--- src/rtl/esc_queue_tracker.sv ---
module esc_queue_tracker #(
  parameter int          DEPTH_WIDE   = 6,
  parameter int          DEPTH_NARROW = 4,
  parameter int          ESC_BITS     = 5,
  parameter logic [4:0]  ESC_PATTERN  = 5'b11011
) (
  input  logic        clk,
  input  logic        rst_n,
  input  logic        wide_strap,
  input  logic        fetch_valid,
  input  logic [15:0] fetch_data,
  input  logic [1:0]  qstat,
  output logic        ins_valid,
  input  logic        ins_ready,
  output logic [7:0]  ins_op,
  output logic [7:0]  ins_modrm,
  output logic        overrun
);

  localparam int CW = $clog2(DEPTH_WIDE + 1);
  localparam logic [1:0] QS_IDLE  = 2'b00;
  localparam logic [1:0] QS_FIRST = 2'b01;
  localparam logic [1:0] QS_FLUSH = 2'b10;
  localparam logic [1:0] QS_NEXT  = 2'b11;

  logic          wide_q;
  logic [7:0]    slot_q [DEPTH_WIDE];
  logic [7:0]    slot_d [DEPTH_WIDE];
  logic [CW-1:0] cnt_q, cnt_d, base;
  logic          arm_q;
  logic [7:0]    op_q;

  logic [CW:0]   depth, nbytes;
  logic [7:0]    head;
  logic          is_first, is_next, is_flush, is_idle;
  logic          pop, fits, do_push, esc_hit, held, complete;

  assign depth    = wide_q ? (CW+1)'(DEPTH_WIDE) : (CW+1)'(DEPTH_NARROW);
  assign nbytes   = wide_q ? (CW+1)'(2) : (CW+1)'(1);
  assign head     = slot_q[0];
  assign is_idle  = qstat == QS_IDLE;
  assign is_first = qstat == QS_FIRST;
  assign is_next  = qstat == QS_NEXT;
  assign is_flush = qstat == QS_FLUSH;
  assign pop      = (is_first || is_next) && cnt_q != '0;
  assign fits     = ({1'b0, cnt_q} + nbytes) <= depth;
  assign do_push  = fetch_valid && fits && !is_flush;
  assign esc_hit  = head[7 -: ESC_BITS] == ESC_PATTERN[ESC_BITS-1:0];
  assign held     = ins_valid && !ins_ready;
  assign complete = is_next && pop && arm_q;

  always_comb begin
    slot_d = slot_q;
    base   = cnt_q;
    if (pop) begin
      for (int i = 0; i < DEPTH_WIDE - 1; i++) slot_d[i] = slot_q[i+1];
      base = cnt_q - CW'(1);
    end
    if (do_push) begin
      for (int i = 0; i < DEPTH_WIDE; i++) begin
        if (CW'(i) == base) slot_d[i] = fetch_data[7:0];
        if (wide_q && CW'(i) == base + CW'(1)) slot_d[i] = fetch_data[15:8];
      end
    end
    if (is_flush)     cnt_d = '0;
    else if (do_push) cnt_d = base + nbytes[CW-1:0];
    else              cnt_d = base;
  end

  always_ff @(posedge clk) begin
    if (!rst_n) begin
      wide_q <= wide_strap;
      cnt_q  <= '0;
      for (int i = 0; i < DEPTH_WIDE; i++) slot_q[i] <= '0;
    end else begin
      cnt_q  <= cnt_d;
      slot_q <= slot_d;
    end
  end

  always_ff @(posedge clk) begin
    if (!rst_n) begin
      arm_q <= 1'b0;
      op_q  <= '0;
    end else if (is_flush) begin
      arm_q <= 1'b0;
    end else if (is_first) begin
      arm_q <= pop && esc_hit;
      if (pop) op_q <= head;
    end else if (complete) begin
      arm_q <= 1'b0;
    end
  end

  always_ff @(posedge clk) begin
    if (!rst_n) begin
      ins_valid <= 1'b0;
      ins_op    <= '0;
      ins_modrm <= '0;
      overrun   <= 1'b0;
    end else begin
      if (is_first && held) overrun <= 1'b1;
      if (complete && !held) begin
        ins_valid <= 1'b1;
        ins_op    <= op_q;
        ins_modrm <= head;
      end else if (ins_valid && ins_ready) begin
        ins_valid <= 1'b0;
      end
    end
  end

  logic unused_idle;
  assign unused_idle = is_idle;

endmodule

--- config.mk ---
export PLATFORM = sky130hd
export DESIGN_NAME = esc_queue_tracker
export DESIGN_NICKNAME = d
export VERILOG_FILES = /design/src/rtl/esc_queue_tracker.sv
export SDC_FILE = /design/constraint.sdc
export NUM_CORES = 1
export LEC_CHECK = 0
export BUFFER_PORTS_ARGS = -buffer_cell sky130_fd_sc_hd__clkbuf_2
export CORE_MARGIN = 4
export CORE_UTILIZATION = 27
export CTS_CLUSTER_SIZE = 25
export DETAILED_ROUTE_END_ITERATION = 6
export PLACE_DENSITY = 0.55
export SYNTH_ARGS = -nofsm -noshare
export SYNTH_HDL_FRONTEND = slang
export SYNTH_SLANG_ARGS = --single-unit
--- constraint.sdc ---
create_clock -name clk -period 3.7 [get_ports clk]
set_clock_uncertainty 0.1 [all_clocks]
set_input_delay 0.185 -clock clk [delete_from_list [all_inputs] [get_ports clk]]
set_output_delay 0.185 -clock clk [all_outputs]
set_load 0.005 [all_outputs]
==> summary.md, run 1 <==
| Metric | Value |
|---|---|
| Status | `finished clean` |
| CP Capture Type | `flip-flop` |
| DRT antenna net count | `0` |
| R2r setup slk | `0.15 ns` |
| Die Footprint | `18840 um^2` |
| Area contributors post-synth | `dfxtp_1 35%, mux2i_1 12%, nand2_1 5.5%, a311oi_1 4.7%, a21oi_1 3.3%` |
| Final slew viol count | `0` |
| Hold_ws | `0.09617 ns` |
| WL/cell | `16.67 um` |
| Mapped cell area | `4512 um^2` |
| Post-synth EDFFs | `1` |
| Ys Warns | `0` |
| Post-synth top area cell | `dfxtp_1` |
| Maximum capacitance violations | `0` |
| Net Count, Synth | `546` |
| Static leakage | `0.001987 uW` |
| Setup TNS | `0 ns` |
| Most used DFF post-synth | `dfxtp_1` |
| All-layer global routing usage | `13.96%` |
| CTS Buf Count | `9` |
| Worst Tran Pin Value | `1.099 ns` |
| Hold Crit Endpoint | `ins_valid` |
| Slew HR | `26.72%` |
| Worst Path Required | `3.84 ns` |
| GRT overflow | `0` |
| Reg2reg end | `slot_q[10]` |
| Via/cell ratio | `5.471` |
| Pin count of the biggest net entering global routing | `63` |
| Die width | `137.3 um` |
| Crit path launch | `cnt_q[1]` |
| Antenna diodes | `0` |
| Root buffer cell | `clkbuf_16` |
| Vias in the first global route | `4171` |
| Initial core utilization | `28.00%` |
| Worst reg2reg startpoint | `cnt_q[1]` |
| Worst endpoint data arrival time | `3.69 ns` |
| Port bufs | `40` |
| Sw Pwr | `1100 uW` |
| CP Max Fanout | `9` |
| Crit path time final | `3.553 ns` |
| Max Clk Rate | `0.2815 GHz` |
| Final Hold Fails | `0` |
| Critical path buffers and inverters | `2` |
| Family with the most delay on the worst path | `simple AND/OR/NAND/NOR gates` |
| Worst Hold Class | `in -> reg` |
| Clock Latency Late Sink | `0.34 ns` |
| Clk buf depth | `2` |
| Initial antenna violation count | `0` |
| Post-synthesis sequential area ratio | `35.27%` |
| H-tree depth | `3` |
| Synth Register Bits | `79` |
| P&R area growth vs syn | `15.89%` |
| Final net count | `580` |
| Max IR drop VDD | `0.2768 mV` |
| Setup crit start kind | `flip-flop` |
| Hold depth | `3` |
| Post-synth top area share | `34.61%` |
| CTS sink cnt | `79` |
| CORE AREA | `16120 um^2` |
| Setup violations, final | `0` |
| Worst reg2reg path depth | `12` |
| Crit path cell chain | `inv_1 -> ha_1 -> nand2b_1 -> nor3_2 -> nor2_2 -> inv_1 -> ha_1 -> nand2b_1 -> or3_1 -> a211oi_2 -> nand2_1 -> a211oi_1` |
| Post-Route WL | `12810 um` |
| Comb power frac | `36.1%` |
| Iter 0 DRT Violations | `335` |
| CTS tree | `done` |
| DR pass1 iterations | `5` |
| PD cells | `563.4 nW/um^2` |
| CP max-delay cell | `dfxtp_1` |
| Fillers | `1720` |
| WS Path Type | `reg -> reg` |
| Clock Pin Slew Worst Setup and Hold Paths | `0.06 ns` |
| Share of cells above drive strength 1 | `18.12%` |
| Part of the power in the clock network | `28.5%` |
| Post-CTS setup buffers | `0` |
| I/O pins | `41` |
| Internal Power | `1847 uW` |
| Drt drc | `0` |
| Worst path max stage delay | `0.48 ns` |
| Die H | `137.3 um` |
| RSZ-0062 raised after global routing | `no` |
| Synth cell types | `63` |
| Async SR Flop Fraction | `0%` |
| Hold Startpoint | `qstat[1]` |
| Cells after Synth | `514` |
| First-pass GRT wire length | `21240 um` |
| DPL Wire Length | `9610 um` |
| Gpl congestion | `0.9017` |
| CP Depth | `12` |
| Row count | `46` |
| Syn avg cell area | `8.778 um^2` |
| Tcrit/Tclk final | `96.01%` |
| Switching part of the total | `37.32%` |
| Vias | `4202` |
| Seq pwr share | `35.5%` |
[worst reg2reg max path: stages, from the launching register on]
cell      delay [ns]
dfxtp_1         0.48
inv_1           0.10
ha_1            0.30
nand2b_1        0.21
nor3_2          0.08
nor2_2          0.30
inv_1           0.08
ha_1            0.33
nand2b_1        0.22
or3_1           0.36
a211oi_2        0.40
nand2_1         0.22
a211oi_1        0.28
[stage by stage]
step	instances	instance area, um^2	utilization, %	total power (uW)	setup WS, ns
after global placement	752	4931	30.60	2074	0.3506
after detailed placement	752	4931	30.60	2100	0.2368
after global routing	768	5229	32.45	3108	0.02200
after floorplan	514	4512	-	1847	0.2537
after CTS	768	5224	32.41	2938	0.2138
final	768	5229	32.45	2946	0.1475
[synth_stat cells (2+ instances only)]
cell / n
a211oi_1: 7
nor4_1: 14
buf_4: 5
and2_1: 2
o211ai_1: 10
o21ai_1: 3
a2bb2oi_1: 2
nand2b_1: 6
a32oi_1: 3
a21oi_1: 30
buf_2: 11
a21o_1: 2
buf_1: 2
and3_1: 6
a221oi_1: 16
mux2i_1: 53
a22oi_1: 8
o31ai_1: 8
ha_1: 7
nor2_2: 2
buf_6: 4
a311oi_1: 24
nand3_1: 3
o21a_1: 2
nor3_2: 2
nor2b_1: 2
inv_1: 18
nand2_1: 66
a221oi_2: 3
nor2_1: 36
nor3_1: 7
o21ai_0: 11
o41ai_1: 5
a2111oi_0: 8
nor3b_1: 2
a211oi_4: 2
dfxtp_1: 78
inv_2: 2
fa_1: 2
clkbuf_1: 17
[cell families (layout without fill, tap and decap cells)]
| kind of cell | count (synthesis) | in the layout | synth area share [%] |
|---|---|---|---|
| AND/OR/NAND/NOR | 158 | 158 | 17.19 |
| XOR/XNOR | 2 | 2 | 0.3883 |
| adder cells (fa/ha/maj) | 9 | 9 | 2.829 |
| flip-flops | 79 | 79 | 35.27 |
| multiplexers | 53 | 53 | 11.76 |
| buffers and inverters | 59 | 97 | 6.295 |
| AO/OA/AOI/OAI | 154 | 154 | 26.26 |
[cell type report]
class                           count  area [um^2]  area share (%)
Clock buffer                       10        250.2           4.786
Clock inverter                      5        32.53          0.6222
Tap cell                          216        270.3           5.169
Inverter                           20        75.07           1.436
Multi-Input combinational cell    376         2641           50.51
Timing Repair Buffer               62        367.9           7.035
Sequential cell                    79         1592           30.44
[power groups by stage]
stage | clock, uW | combinational [uW] | sequential, uW
finish | 839 | 1060 | 1040
CTS | 851 | 1040 | 1040
global placement | 0 | 1010 | 1060
global route | 886 | 1160 | 1060
floorplan | 0 | 811 | 1040
detailed placement | 0 | 1040 | 1060
[placed cells by master, fill, tap and decap left out, types with 2 or more instances in the layout]
| cell | netlist | layout |
|---|---|---|
| a2bb2oi_1 | 2 | 2 |
| nand3_1 | 3 | 3 |
| a311oi_1 | 24 | 24 |
| a21oi_1 | 30 | 30 |
| o41ai_1 | 5 | 5 |
| and2_1 | 2 | 2 |
| a21o_1 | 2 | 2 |
| nor2b_1 | 2 | 2 |
| clkbuf_2 | 0 | 40 |
| o21a_1 | 2 | 2 |
| nor2_2 | 2 | 3 |
| o31ai_1 | 8 | 8 |
| a32oi_1 | 3 | 3 |
| o211ai_1 | 10 | 10 |
| mux2i_1 | 53 | 53 |
| nand2b_1 | 6 | 6 |
| a211oi_4 | 2 | 2 |
| nand2_1 | 66 | 66 |
| nor3_1 | 7 | 7 |
| a221oi_2 | 3 | 3 |
| o21ai_0 | 11 | 11 |
| and3_1 | 6 | 5 |
| a2111oi_0 | 8 | 8 |
| dfxtp_1 | 78 | 78 |
| a22oi_1 | 8 | 8 |
| fa_1 | 2 | 2 |
| clkinvlp_4 | 0 | 3 |
| o21ai_1 | 3 | 3 |
| a211oi_1 | 7 | 7 |
| nor3b_1 | 2 | 2 |
| inv_1 | 18 | 18 |
| ha_1 | 7 | 7 |
| buf_4 | 5 | 21 |
| nor4_1 | 14 | 14 |
| clkinv_2 | 0 | 2 |
| a221oi_1 | 16 | 16 |
| clkbuf_16 | 0 | 10 |
| nor2_1 | 36 | 35 |
| nor3_2 | 2 | 2 |
| inv_2 | 2 | 2 |
[what timing repair did]
item	in CTS	in global routing
resized for setup	0	3
hold buffers	1	0
setup endpoints to repair	0	8
endpoints found under the hold margin	1	0
[sequential cells by signal (all words and copies together), names as in the netlist, 3 cells and up]
name / count
head: 8
ins_modrm: 8
op_q: 8
ins_op: 8
cnt_q: 3
slot_q: 40
[per-layer routing]
| layer | track usage, % | part of all wire (%) |
|---|---|---|
| met5 | 0 | 0 |
| met4 | 4.324 | 0.98 |
| met3 | 3.178 | 7.6 |
| met2 | 21.06 | 43 |
| met1 | 19.76 | 49 |
[how the worst max path moves through the flow]
stage                       to  slack, ns
global route         slot_q[9]       0.02
global placement    slot_q[10]       0.35
finish              slot_q[10]       0.15
CTS                  slot_q[9]       0.21
floorplan            slot_q[1]       0.25
detailed placement   slot_q[9]       0.24
(Power assumes the default switching activity.)
==> inputs of run 2 (changes only) <==
--- a/config.mk
+++ b/config.mk
@@ -7,10 +7,10 @@
 export LEC_CHECK = 0
 export BUFFER_PORTS_ARGS = -buffer_cell sky130_fd_sc_hd__clkbuf_2
 export CORE_MARGIN = 4
-export CORE_UTILIZATION = 27
+export CORE_UTILIZATION = 45
 export CTS_CLUSTER_SIZE = 25
 export DETAILED_ROUTE_END_ITERATION = 6
-export PLACE_DENSITY = 0.55
+export PLACE_DENSITY = 0.77
 export SYNTH_ARGS = -nofsm -noshare
 export SYNTH_HDL_FRONTEND = slang
 export SYNTH_SLANG_ARGS = --single-unit
==> run 2 against run 1 <==
Register-to-register slack gained 0.09 ns. Sequential cell count unchanged. Core utilization up 19 points. Die area down 38%. Fmax grew 2.6%. Design area decreased by 4.3%. Total power shrank 7.9%. Worst hold slack lost 0.049 ns. Via count rose by 3.2%. First-iteration DRC count up 35%. Sequential power hardly changed. Final cell count shrank 11%. Critical endpoint is now slot_q[31]. Highest routed layer unchanged.
==> summary.md, run 2 (synthesis results as in run 1) <==
| Metric | Value |
|---|---|
| Post-layout instance area | `5004 um^2` |
| Tcrit/Tclk final | `93.57%` |
| First-pass GRT wire length | `20280 um` |
| WS Path Type | `reg -> reg` |
| Clk buf depth | `2` |
| Initial core utilization | `46.16%` |
| CP Capture Type | `flip-flop` |
| Met2 Resource Use GR | `34.95%` |
| Placed cell areas | `4805 um^2` |
| DRT antenna net count | `0` |
| Reg2reg end | `slot_q[31]` |
| M1 GR Usage | `29.15%` |
| Fin cells | `683` |
| Static leakage | `0.001930 uW` |
| Met3 Resource Use GR | `4.060%` |
| CP Max Fanout | `24` |
| Pin count of the biggest net entering global routing | `63` |
| GRT overflow | `0` |
| Slew HR | `26.34%` |
| Utilization after layout | `51.19%` |
| Via/cell ratio | `6.350` |
| # placed instances | `666` |
| Final Hold Fails | `0` |
| Total design power | `2715 uW` |
| Status | `finished clean` |
| Drt drc | `0` |
| Worst Tran Pin Value | `1.105 ns` |
| Final net count | `577` |
| Hold depth | `3` |
| PD cells | `542.5 nW/um^2` |
| Worst Path Required | `3.86 ns` |
| Critical path buffers and inverters | `3` |
| Worst reg2reg startpoint | `wide_q` |
| Iter 0 DRT Violations | `451` |
| DR pass1 iterations | `5` |
| Post-Route WL | `12380 um` |
| Vias in the first global route | `4102` |
| Crit path time final | `3.462 ns` |
| Worst path max stage delay | `0.53 ns` |
| Final slew viol count | `0` |
| I/O pins | `41` |
| Row count | `36` |
| Port bufs | `40` |
| Clock Latency Late Sink | `0.36 ns` |
| Setup crit start kind | `flip-flop` |
| Commonest non-fill, non-tap cell in the layout | `dfxtp_1` |
| Hold Crit Endpoint | `ins_valid` |
| Crit path cell chain | `inv_1 -> ha_1 -> inv_1 -> fa_1 -> ha_1 -> nor2b_1 -> o32a_2 -> nand3_2 -> buf_4 -> o31ai_1 -> a221oi_1` |
| Share of cells above drive strength 1 | `17.45%` |
| All-layer global routing usage | `21.46%` |
| CTS tree | `done` |
| Clock Pin Slew Worst Setup and Hold Paths | `0.10 ns` |
| Worst Hold Class | `in -> reg` |
| CORE AREA | `9774 um^2` |
| CP max-delay cell | `edfxtp_1` |
| Number of flip-flops in the largest register | `40` |
| DPL Wire Length | `8821 um` |
| Die H | `108.1 um` |
| Max Clk Rate | `0.2888 GHz` |
| H-tree depth | `3` |
| Most flops, register | `slot_q` |
| GR peak layer | `met2` |
| Worst reg2reg path depth | `11` |
| Antenna diodes | `0` |
| Worst endpoint data arrival time | `3.62 ns` |
| Fillers | `887` |
| P&R area growth vs syn | `10.90%` |
| Setup violations, final | `0` |
| Root buffer cell | `clkbuf_8` |
| Setup TNS | `0 ns` |
| Family with the most delay on the worst path | `adder cells` |
| Hold Startpoint | `qstat[1]` |
| Most frequent cells in the layout | `78 x dfxtp_1, 66 x nand2_1, 53 x mux2i_1` |
| RSZ-0062 raised after global routing | `no` |
| Vias | `4337` |
| Initial antenna violation count | `0` |
| Gpl congestion | `0.8921` |
| R2r setup slk | `0.24 ns` |
| Max IR drop VDD | `0.3337 mV` |
| Die width | `108.1 um` |
| CTS sink cnt | `79` |
| CTS Buf Count | `9` |
| Maximum capacitance violations | `0` |
| WL/cell | `18.12 um` |
| Die Footprint | `11690 um^2` |
[run 2: changes by cell type in the layout (fill, tap and decap cells not counted), sizes merged]
cell      delta
buf          -3
clkbuf       -1
clkinv       -1
clkinvlp     -1
inv          +4
[run 2: timing repair]
item	CTS	global route
gates resized for setup	0	1
setup endpoints to repair	0	3
endpoints found under the hold margin	1	0
buffers inserted	0	0
hold buffers	1	0
[run 2: layer usage]
metal  wire [um]  part of all wire [%]
met1        5438                    44
met2        5649                    46
met3        1122                   9.1
met4         167                   1.3
met5           0                     0
[run 2: worst max-delay path by stage]
stage	start	endpoint	slack, ns	cells past startpoint
finish	wide_q	slot_q[31]	0.24	11
global route	wide_q	slot_q[31]	0.02	11
CTS	wide_q	slot_q[33]	0.27	10
detailed placement	wide_q	slot_q[33]	0.31	10
global placement	wide_q	slot_q[26]	0.42	11
floorplan	cnt_q[1]	slot_q[1]	0.25	15
[run 2: worst register-to-register path: stages, from the launching register on]
cell,delay (ns)
edfxtp_1,0.53
inv_1,0.23
ha_1,0.20
inv_1,0.05
fa_1,0.43
ha_1,0.28
nor2b_1,0.14
o32a_2,0.39
nand3_2,0.27
buf_4,0.35
o31ai_1,0.12
a221oi_1,0.26
[run 2: layout make-up]
class | count | area (um^2) | share of cell area [%]
Multi-Input combinational cell | 376 | 2638 | 52.71
Timing Repair Buffer | 59 | 345.3 | 6.902
Tap cell | 133 | 166.4 | 3.326
Sequential cell | 79 | 1592 | 31.81
Inverter | 20 | 75.07 | 1.500
Clock buffer | 9 | 123.9 | 2.476
Clock inverter | 7 | 63.81 | 1.275
[run 2: stage by stage]
stage | hold slack (ns) | setup WS (ns)
3_5_place_dp | 0.2903 | 0.3053
2_1_floorplan | 0.1839 | 0.2537
5_1_grt | 0.04853 | 0.01986
4_1_cts | 0.03128 | 0.2651
6_report | 0.04717 | 0.2378
3_3_place_gp | 0.2965 | 0.4234
[run 2: report_power, final]
group,internal (uW),total (uW),switching (uW)
Sequential,963,1040,80.8
Clock,259,631,372
Combinational,380,1040,659
Total,1600,2710,1110
==> inputs of run 3 (changes only) <==
--- a/config.mk
+++ b/config.mk
@@ -10,7 +10,8 @@
 export CORE_UTILIZATION = 45
 export CTS_CLUSTER_SIZE = 25
 export DETAILED_ROUTE_END_ITERATION = 6
-export PLACE_DENSITY = 0.77
+export PLACE_DENSITY_LB_ADDON = 0.1
+export REMOVE_ABC_BUFFERS = 1
 export SYNTH_ARGS = -nofsm -noshare
 export SYNTH_HDL_FRONTEND = slang
 export SYNTH_SLANG_ARGS = --single-unit
==> run 3 against run 2 <==
Worst hold slack got worse by 0.014 ns. First-iteration DRC count is 22% lower. Setup slack gained 0.088 ns. Via count is 4.6% lower. Register-to-register slack better by 0.09 ns. Clock-buffer cell count up 1. Core utilization increased by 0.45 points. Sequential cell count is the same. Clock power shrank 0.6%. Fmax rose by 2.6%. Sequential power about the same. Critical path depth increased by 1. Critical endpoint is now slot_q[8]. Largest power group is now combinational cells.
==> summary.md, run 3 (synthesis results as in run 1) <==
| Metric | Value |
|---|---|
| Hold_ws | `0.03272 ns` |
| RSZ-0062 raised after global routing | `no` |
| Root buffer cell | `clkbuf_8` |
| Share of cells above drive strength 1 | `17.87%` |
| CTS Buf Count | `9` |
| Clock Latency Late Sink | `0.36 ns` |
| CTS sink cnt | `79` |
| Tcrit/Tclk final | `91.18%` |
| Crit path cell chain | `inv_1 -> ha_1 -> nand2b_4 -> a211oi_4 -> nor2_2 -> inv_1 -> ha_1 -> nand2b_1 -> or3_1 -> a211oi_2 -> nand2_1 -> a211oi_1` |
| Initial core utilization | `46.16%` |
| CTS tree | `done` |
| Clock Pin Slew Worst Setup and Hold Paths | `0.09 ns` |
| CORE AREA | `9774 um^2` |
| FF/Latch Area | `1592 um^2` |
| Worst Path Required | `3.88 ns` |
| Pin count of the biggest net entering global routing | `63` |
| Setup crit start kind | `flip-flop` |
| Vias | `4137` |
| Row count | `36` |
| CP max-delay cell | `dfxtp_1` |
| Initial antenna violation count | `0` |
| DPL Wire Length | `8816 um` |
| PostCTS Resize Cnt | `0` |
| WS Path Type | `reg -> reg` |
| H-tree depth | `3` |
| Number of flip-flops in the largest register | `40` |
| Maximum capacitance violations | `0` |
| Status | `finished clean` |
| Slew HR | `26.77%` |
| Die Footprint | `11690 um^2` |
| Die H | `108.1 um` |
| Commonest non-fill, non-tap cell in the layout | `dfxtp_1` |
| Crit path time final | `3.374 ns` |
| Final Hold Fails | `0` |
| Vias in the first global route | `3883` |
| Drt drc | `0` |
| Area occupied by multi-input gates | `2636 um^2` |
| Post-Route WL | `12080 um` |
| P&R area growth vs syn | `11.87%` |
| Most flops, register | `slot_q` |
| Worst Tran Pin Value | `1.098 ns` |
| Setup violations, final | `0` |
| Die width | `108.1 um` |
| First-pass GRT wire length | `20160 um` |
| CP Max Fanout | `10` |
| Via/cell ratio | `6.022` |
| Antenna diodes | `0` |
| DRT antenna net count | `0` |
| Final slew viol count | `0` |
| Post-CTS setup buffers | `0` |
| Iter 0 DRT Violations | `350` |
| Fillers | `969` |
| Static leakage | `0.001956 uW` |
| Worst endpoint data arrival time | `3.55 ns` |
| Max Clk Rate | `0.2964 GHz` |
| DR pass1 iterations | `4` |
| All-layer global routing usage | `21.48%` |
| I/O pins | `41` |
| CP Capture Type | `flip-flop` |
| Max IR drop VDD | `0.3181 mV` |
| Clk buf depth | `2` |
| Gpl congestion | `0.9189` |
| Final net count | `581` |
| Worst path max stage delay | `0.48 ns` |
| Setup TNS | `0 ns` |
| WL/cell | `17.58 um` |
| Worst Hold Class | `in -> reg` |
| GRT overflow | `0` |
| Port bufs | `40` |
| PD cells | `540.1 nW/um^2` |
| Utilization after layout | `51.64%` |
| Most frequent cells in the layout | `78 x dfxtp_1, 66 x nand2_1, 53 x mux2i_1` |
run 3: path summary, 6_finish.rpt:
kind / start / endpoint / depth (start not counted) / slack, ns
min reg2reg: op_q[5] / op_q[5] / 2 / 0.36
max: cnt_q[1] / slot_q[8] / 12 / 0.33
max reg2reg: cnt_q[1] / slot_q[8] / 12 / 0.33
min: qstat[1] / ins_valid / 3 / 0.03
run 3: final cells by class:
type	count	area share, %
multi-input cells	376	52.23
clock inverters	6	1.041
repair buffers	63	7.685
flip-flops and latches	79	31.53
clock buffers	10	2.727
well taps	133	3.297
inverters	20	1.487
run 3: worst max-delay path: cells and delay by family, from the launching register on:
kind / cells / cell delay (ns)
DFF: 1 / 0.48
buffers and inverters: 2 / 0.19
AOI/OAI and AO/OA: 3 / 0.68
adders and majority gates: 2 / 0.61
and+or+nand+nor: 5 / 1.24
run 3: power by group:
group	total, uW	internal, uW	switching (uW)
Clock	627	271	356
Combinational	1060	399	660
Sequential	1040	963	76.6
run 3: stage by stage:
| stage | std cells | area (um^2) | total power [uW] | worst slack, ns |
|---|---|---|---|---|
| 2_1_floorplan | 475 | 4303 | 1763 | -0.1917 |
| 3_3_place_gp | 670 | 4847 | 2089 | 0.4148 |
| 3_5_place_dp | 670 | 4847 | 2106 | 0.3726 |
| 4_1_cts | 687 | 5047 | 2735 | 0.3407 |
| 5_1_grt | 687 | 5047 | 2898 | 0.03041 |
| 6_report | 687 | 5047 | 2726 | 0.3262 |
run 3: routing by layer:
| metal | share of wire (%) | routed length [um] | track usage, % |
|---|---|---|---|
| met4 | 1.2 | 150 | 5.681 |
| met2 | 47 | 5634 | 34.81 |
| met5 | 0 | 0 | 0 |
| met3 | 5.6 | 672 | 3.940 |
| met1 | 47 | 5617 | 29.50 |
run 3: repair_timing:
item,4_1_cts,5_1_grt
hold buffers,1,0
setup endpoints to repair,0,0
endpoints found under the hold margin,1,0
